## src/rtl/ipmac_pkg.sv

```systemverilog
package ipmac_pkg;
    localparam int DEF_OPW  = 16;
    localparam int DEF_ACCW = 32;
    localparam int NUM_OPS  = 2;

    function automatic int imax(int x, int y);
        return (x > y) ? x : y;
    endfunction
endpackage

```

## src/rtl/ipmac_operand.sv

```systemverilog
module ipmac_operand #(
    parameter int W = 16
) (
    input  logic [W-1:0] din,
    input  logic         wide,
    input  logic         sgn,
    output logic [W:0]   ext
);
    localparam int HW = W / 2;

    always_comb begin
        if (wide) begin
            ext = {sgn & din[W-1], din};
        end else begin
            ext = {{(HW + 1){sgn & din[HW-1]}}, din[HW-1:0]};
        end
    end
endmodule

```

## src/rtl/ipmac_mul_stage.sv

```systemverilog
module ipmac_mul_stage #(
    parameter int EXW = 17
) (
    input  logic                 clk,
    input  logic                 rst_n,
    input  logic                 stall,
    input  logic                 flush,
    input  logic                 in_vld,
    input  logic                 in_last,
    input  logic                 in_sgn,
    input  logic [EXW-1:0]       a_ext,
    input  logic [EXW-1:0]       b_ext,
    output logic                 p_vld,
    output logic                 p_last,
    output logic                 p_sgn,
    output logic [2*EXW-1:0]     p_val
);
    localparam int PRODW = 2 * EXW;

    typedef struct packed {
        logic           vld;
        logic           last;
        logic           sgn;
        logic [EXW-1:0] a;
        logic [EXW-1:0] b;
    } opnd_t;

    typedef struct packed {
        logic             vld;
        logic             last;
        logic             sgn;
        logic [PRODW-1:0] p;
    } prod_t;

    typedef struct packed {
        opnd_t s0;
        prod_t s1;
    } pipe_t;

    pipe_t st_d, st_q;
    logic signed [PRODW-1:0] mul_d;

    always_comb begin
        mul_d = $signed({{EXW{st_q.s0.a[EXW-1]}}, st_q.s0.a})
              * $signed({{EXW{st_q.s0.b[EXW-1]}}, st_q.s0.b});
        st_d = st_q;
        if (!stall) begin
            st_d.s0.vld  = in_vld;
            st_d.s0.last = in_last;
            st_d.s0.sgn  = in_sgn;
            st_d.s0.a    = a_ext;
            st_d.s0.b    = b_ext;
            st_d.s1.vld  = st_q.s0.vld;
            st_d.s1.last = st_q.s0.last;
            st_d.s1.sgn  = st_q.s0.sgn;
            st_d.s1.p    = mul_d;
        end
        if (flush) begin
            st_d.s0.vld = in_vld & ~stall;
            st_d.s1.vld = 1'b0;
        end
    end

    always_ff @(posedge clk or negedge rst_n) begin
        if (!rst_n) st_q <= '0;
        else        st_q <= st_d;
    end

    assign p_vld  = st_q.s1.vld;
    assign p_last = st_q.s1.last;
    assign p_sgn  = st_q.s1.sgn;
    assign p_val  = st_q.s1.p;

    // stalled stages keep their contents
    a_r8_stage_hold: assert property (@(posedge clk) disable iff (!rst_n)
        (stall && !flush) |=> ($stable(st_q.s0) && $stable(st_q.s1)));
    // a flush leaves nothing ready to accumulate
    a_r7_flush_drops: assert property (@(posedge clk) disable iff (!rst_n)
        flush |=> !p_vld);
    // an unstalled stage-one valid moves on to the product stage
    a_r2_advance: assert property (@(posedge clk) disable iff (!rst_n)
        (!stall && !flush && st_q.s0.vld) |=> p_vld);
endmodule

```

## src/rtl/ipmac_acc_stage.sv

```systemverilog
module ipmac_acc_stage import ipmac_pkg::*; #(
    parameter int PRODW = 34,
    parameter int ACCW  = 32
) (
    input  logic             clk,
    input  logic             rst_n,
    input  logic             stall,
    input  logic             clear,
    input  logic             p_vld,
    input  logic             p_last,
    input  logic             p_sgn,
    input  logic [PRODW-1:0] p_val,
    output logic [ACCW-1:0]  acc,
    output logic             ovf,
    output logic             done,
    output logic             res_sgn
);
    localparam int SUMW = imax(ACCW + 1, PRODW) + 1;
    localparam int TOPW = SUMW - ACCW + 1;

    typedef struct packed {
        logic [ACCW-1:0] acc;
        logic            ovf;
        logic            done;
        logic            sgn;
    } acc_t;

    acc_t st_d, st_q;
    logic [SUMW-1:0] base_d, term_d, sum_d;
    logic [TOPW-1:0] top_d;
    logic            range_bad_d;

    always_comb begin
        base_d = {{(SUMW - ACCW){p_sgn & st_q.acc[ACCW-1]}}, st_q.acc};
        term_d = {{(SUMW - PRODW){p_val[PRODW-1]}}, p_val};
        sum_d  = base_d + term_d;
        top_d  = sum_d[SUMW-1:ACCW-1];
        if (p_sgn) range_bad_d = !((&top_d) || !(|top_d));
        else       range_bad_d = |top_d[TOPW-1:1];

        st_d = st_q;
        if (!stall && p_vld) begin
            st_d.acc  = sum_d[ACCW-1:0];
            st_d.ovf  = st_q.ovf | range_bad_d;
            st_d.done = p_last;
            st_d.sgn  = p_sgn;
        end
        if (clear) st_d = '0;
    end

    always_ff @(posedge clk or negedge rst_n) begin
        if (!rst_n) st_q <= '0;
        else        st_q <= st_d;
    end

    assign acc     = st_q.acc;
    assign ovf     = st_q.ovf;
    assign done    = st_q.done;
    assign res_sgn = st_q.sgn;

    // start empties the result
    a_r7_clear: assert property (@(posedge clk) disable iff (!rst_n)
        clear |=> (acc == '0 && !ovf && !done && !res_sgn));
    // overflow is sticky until cleared
    a_r6_ovf_sticky: assert property (@(posedge clk) disable iff (!rst_n)
        (ovf && !clear) |=> ovf);
    // stall freezes the result
    a_r8_acc_frozen: assert property (@(posedge clk) disable iff (!rst_n)
        (stall && !clear) |=> ($stable(acc) && $stable(ovf) && $stable(done)));
    // done only rises for a marked product
    a_r9_done_cause: assert property (@(posedge clk) disable iff (!rst_n)
        $rose(done) |-> $past(p_vld && p_last && !stall));
    // no product, no change
    a_r5_idle_hold: assert property (@(posedge clk) disable iff (!rst_n)
        (!p_vld && !clear) |=> $stable(acc));
endmodule

```

## src/rtl/ipmac_core.sv

```systemverilog
module ipmac_core import ipmac_pkg::*; #(
    parameter int OPW  = DEF_OPW,
    parameter int ACCW = DEF_ACCW
) (
    input  logic            clk,
    input  logic            rst_n,
    input  logic            start,
    input  logic            stall,
    input  logic            in_valid,
    input  logic            in_last,
    input  logic [OPW-1:0]  a_data,
    input  logic [OPW-1:0]  b_data,
    input  logic            a_wide,
    input  logic            b_wide,
    input  logic            a_signed,
    input  logic            b_signed,
    output logic [ACCW-1:0] acc_out,
    output logic            acc_signed,
    output logic            overflow,
    output logic            done
);
    localparam int EXW   = OPW + 1;
    localparam int PRODW = 2 * EXW;

    logic [OPW-1:0] op_din  [NUM_OPS];
    logic           op_wide [NUM_OPS];
    logic           op_sgn  [NUM_OPS];
    logic [EXW-1:0] op_ext  [NUM_OPS];

    assign op_din[0]  = a_data;
    assign op_din[1]  = b_data;
    assign op_wide[0] = a_wide;
    assign op_wide[1] = b_wide;
    assign op_sgn[0]  = a_signed;
    assign op_sgn[1]  = b_signed;

    for (genvar g = 0; g < NUM_OPS; g++) begin : g_op
        ipmac_operand #(.W(OPW)) u_ext (
            .din  (op_din[g]),
            .wide (op_wide[g]),
            .sgn  (op_sgn[g]),
            .ext  (op_ext[g])
        );
    end

    logic             p_vld, p_last, p_sgn;
    logic [PRODW-1:0] p_val;

    ipmac_mul_stage #(.EXW(EXW)) u_mul (
        .clk     (clk),
        .rst_n   (rst_n),
        .stall   (stall),
        .flush   (start),
        .in_vld  (in_valid),
        .in_last (in_last),
        .in_sgn  (a_signed | b_signed),
        .a_ext   (op_ext[0]),
        .b_ext   (op_ext[1]),
        .p_vld   (p_vld),
        .p_last  (p_last),
        .p_sgn   (p_sgn),
        .p_val   (p_val)
    );

    ipmac_acc_stage #(.PRODW(PRODW), .ACCW(ACCW)) u_acc (
        .clk     (clk),
        .rst_n   (rst_n),
        .stall   (stall),
        .clear   (start),
        .p_vld   (p_vld),
        .p_last  (p_last),
        .p_sgn   (p_sgn),
        .p_val   (p_val),
        .acc     (acc_out),
        .ovf     (overflow),
        .done    (done),
        .res_sgn (acc_signed)
    );
endmodule

```

## config.mk

```make
export PLATFORM = sky130hd
export DESIGN_NAME = ipmac_core
export DESIGN_NICKNAME = d
export VERILOG_FILES = /design/src/rtl/ipmac_pkg.sv /design/src/rtl/ipmac_operand.sv /design/src/rtl/ipmac_mul_stage.sv /design/src/rtl/ipmac_acc_stage.sv /design/src/rtl/ipmac_core.sv
export SDC_FILE = /design/constraint.sdc
export NUM_CORES = 1
export LEC_CHECK = 0
export ABC_AREA = 1
export BUFFER_PORTS_ARGS = -buffer_cell sky130_fd_sc_hd__buf_4
export CAP_MARGIN = 20
export CORE_ASPECT_RATIO = 2
export CORE_MARGIN = 3
export CORE_UTILIZATION = 65
export CTS_CLUSTER_SIZE = 12
export DETAILED_ROUTE_END_ITERATION = 12
export PLACE_DENSITY = 0.9
export SETUP_SLACK_MARGIN = 0.5
export SYNTH_ARGS = -nofsm -noshare
export SYNTH_HDL_FRONTEND = slang
export SYNTH_HIERARCHICAL = 1
export SYNTH_SLANG_ARGS = --single-unit
```

## constraint.sdc

```tcl
create_clock -name clk -period 14.34 [get_ports clk]
set_input_delay 0.717 -clock clk [delete_from_list [all_inputs] [get_ports clk]]
set_output_delay 0.717 -clock clk [all_outputs]
set_load 0.02 [all_outputs]
```

==> key figures <==
Finish
  – Commonest non-fill, non-tap cells in the layout: nand2_1 (865), inv_1 (593), fa_1 (297), ha_1 (119), dfrtp_1 (109)
  – Final Net Count: roughly 2.9k
  – Area grow syn2layout: 3.471%
  – Commonest non-fill, non-tap cell in the layout: nand2_1
  – Final Instance Count excl. Fillers: around 2.9k
  – Diode count: 0
  – Layout cells sized above 1: under 10%

Place
  – Final HPWL DP: a little over 40000 µm
  – Placed Cells: ~2.8k
  – PortBufs: 76
  – GP Congestion: 0.9922

Floorplanning
  – Die Y-Extent: ~250 µm
  – CORE AREA: approximately 28000 µm²
  – Num rows: between 80 and 90
  – IO Pins: 77
  – Initial cell density of the core: 66.09%
  – Die Width: approximately 130 µm
  – DIE AREA: roughly 30000 µm²

Logic synthesis
  – Largest family of logic cells by synthesized area: adder cells
  – Mapped cell area: approximately 19000 µm²
  – Syn nets: between 2k and 3k
  – Synth Warn #: 6
  – Synth Flop Type: dfrtp_1
  – Multiplexer share of the synthesized area: 0%
  – Post-synthesis sequential area ratio: between 10 and 15%
  – Complex-gate fraction of the synthesized area: about 4.7%
  – Post-synthesis simple-gate area fraction: 24.09%
  – Synthesized area per cell: around 7.3 µm²
  – XOR/XNOR Fraction of Synth Area: less than 1%
  – Post-synth ARST share: 100.0%
  – Register bit total from synthesis: about 110
  – Netlist cell types: 50
  – Synth Instances: between 2k and 3k
  – Post-synth EDFFs: 0
  – Post-synthesis adder-cell area fraction: between 30% and 40%

Global routing
  – Vias in the first global route: around 17k
  – Largest net degree at the start of global routing: 83
  – First-pass GRT wire length: approximately 83000 µm
  – GRT Total Usage: between 30% and 40%
  – Antenna violations before repair: 0
  – Total grt overflow: 0

Critical path
  – Crit. End Element: register
  – CP max FO: 18
  – Critical Path RT: roughly 15 ns
  – Critical path arrival: approximately 6.6 ns
  – Critical path class: reg -> reg
  – Crit path launch type: register

Power
  – Leakage: 11.96 nW
  – Max IR drop VDD: approximately 0.21 mV
  – Pwr/cell area: about 240 nW/µm²

Routing
  – Wl on met1: roughly 16000 µm
  – Routed vias/inst: ~5.5
  – Met2 WL post-DR: roughly 27000 µm
  – Vias: about 16k
  – Drt first-iter violations: about 1.1k
  – Top sig layer: met4
  – Final WL: 50360 µm
  – WL met3: roughly 2800 µm
  – DR WL/cell: 17.66 µm
  – Remaining DRCs: 0
  – First-pass detailed-route iteration total: 6
  – Routed Antenna Nets: 0

Flow run
  – MaxCap Viol Count: 0

STA
  – Transition time of the tightest slew-check pin: 0.9653 ns
  – Final setup violation count: 0
  – Clock period minus worst slack: ~6.3 ns
  – Rel. slew slack: 35.65%
  – Hold Worst Slack: ~0.27 ns
  – Final period utilization: about 44%
  – Max frequency: between 150 and 200 MHz
  – Final TNS setup: 0 ns
  – Fin Clk Skew: approximately 0.015 ns
  – Final Hold Fails: 0
  – RSZ-0062 raised after global routing: no
  – Max Transition Viols Final: 0

Clock network
  – H-tree lvl count: 3
  – Number of post-CTS setup repair buffers: 0
  – Worst skew pair latency: around 0.38 ns
  – CTS root buffer: clkbuf_16
  – CTS Buffer Depth: 2
  – CTS tree: built
  – Cts bufs inserted: 9
  – Clock Pin Slew Worst Setup and Hold Paths: 0.08 ns
  – Clock sinks: 109
  – Gates resized, CTS repair: 0
  – Cts-stage hold buffer count: 0

Status
  – Status: finished clean

Worst hold path
  – Hold WC Path Type: in -> async
sequential cells by signal, summed over array words and instances (netlist names):
| register | flops |
|---|---|
| u_mul/p_last | 1 |
| u_acc/acc | 32 |
| u_acc/res_sgn | 1 |
| u_acc/done | 1 |
| u_mul/p_val | 34 |
| u_mul/p_vld | 1 |
| u_mul/st_q | 37 |
| u_mul/p_sgn | 1 |
| u_acc/ovf | 1 |
logic make-up (layout without fill, tap and decap cells):
| family | Yosys count | in the layout |
|---|---|---|
| AOI/OAI and AO/OA | 155 | 155 |
| DFF | 109 | 109 |
| xor gates and xnor gates | 13 | 13 |
| buffers and inverters | 740 | 699 |
| adders and majority gates | 416 | 416 |
| and+or+nand+nor | 1103 | 1103 |
Yosys cell counts, types with 3 or more instances:
| master | count | share of area, % |
|---|---|---|
| nand2_1 | 865 | 17 |
| inv_1 | 593 | 12 |
| fa_1 | 297 | 32 |
| ha_1 | 119 | 8.0 |
| dfrtp_1 | 109 | 15 |
| nor2_1 | 91 | 1.8 |
| clkbuf_1 | 79 | 1.6 |
| a21oi_1 | 73 | 2.0 |
| nand3_1 | 69 | 1.9 |
| buf_4 | 52 | 2.1 |
| o21ai_0 | 43 | 1.2 |
| nand4_1 | 14 | 0.47 |
| nand2_2 | 13 | 0.44 |
| o21bai_1 | 11 | 0.44 |
| nor2_2 | 9 | 0.30 |
| nor3_1 | 9 | 0.24 |
| xnor2_1 | 9 | 0.42 |
| o31ai_1 | 8 | 0.32 |
| or2_2 | 7 | 0.24 |
| nand3_2 | 6 | 0.32 |
| buf_1 | 5 | 0.10 |
| inv_2 | 5 | 0.10 |
| o21ai_1 | 5 | 0.13 |
| nand3b_1 | 4 | 0.16 |
| xor2_1 | 4 | 0.19 |
| a21o_1 | 3 | 0.12 |
| a22o_1 | 3 | 0.14 |
| and2_1 | 3 | 0.10 |
| nand3_4 | 3 | 0.28 |
layout make-up:
type | count | area (µm²)
tap | 356 | 445.4
clock inverter | 6 | 62.56
multi-input combinational | 1687 | 12910
fill | 2309 | 8914
sequential | 109 | 2728
inverter | 600 | 2252
timing repair buffer | 83 | 648.1
clock buffer | 10 | 229.0
critical path: stages (launching register included):
cell and delay (ns):
dfrtp_1 0.75, nand2_1 0.20, inv_1 0.16, fa_1 0.58
fa_1 0.90, fa_1 0.53, fa_1 0.58, fa_1 0.44
fa_1 0.45, ha_1 0.39, nand2_1 0.12, nor2_1 0.35
nand2_1 0.15, nor3_1 0.16, nand2_1 0.16, nand3_1 0.10
nand2_1 0.05, nand3_1 0.08, nand2_1 0.06
path summary, 6_finish.rpt:
path / start / depth (start not counted) / endpoint / slack (ns)
min in group clk: u_acc/ovf / 2 / u_acc/ovf / 0.49
hold / removal: rst_n / 1 / u_acc/acc[5] / 0.27
max in group asynchronous: rst_n / 3 / u_mul/p_val[22] / 12.95
setup reg to reg: u_mul/st_q[39] / 18 / u_mul/p_val[30] / 8.00
hold reg to reg: u_acc/ovf / 2 / u_acc/ovf / 0.49
setup / recovery: u_mul/st_q[39] / 18 / u_mul/p_val[30] / 8.00
layer usage:
metal  vias up  global-route usage (%)
met4         0                   26.37
met2       733                   62.92
met1      7470                   33.74
met5         -                       0
met3       339                   4.870
li1       7257                       -
stage by stage:
| stage | instance area (µm²) | setup WS [ns] | utilization [%] | power [mW] |
|---|---|---|---|---|
| finish | 19280 | 8.002 | 68.38 | 4.557 |
| global route | 19280 | 7.673 | 68.38 | 5.135 |
| CTS | 19240 | 8.085 | 68.24 | 4.523 |
| detailed placement | 18950 | 8.126 | 67.21 | 4.246 |
| global placement | 18950 | 8.252 | 67.21 | 4.141 |
| floorplan | 18630 | 8.790 | - | 3.371 |
where the power goes:
part / total [mW] / switching (mW) / internal (mW)
clock: 0.253 / 0.130 / 0.123
sequential: 0.487 / 0.104 / 0.383
combinational: 3.82 / 2.45 / 1.36
No activity file was read; power rests on OpenSTA's default activity.
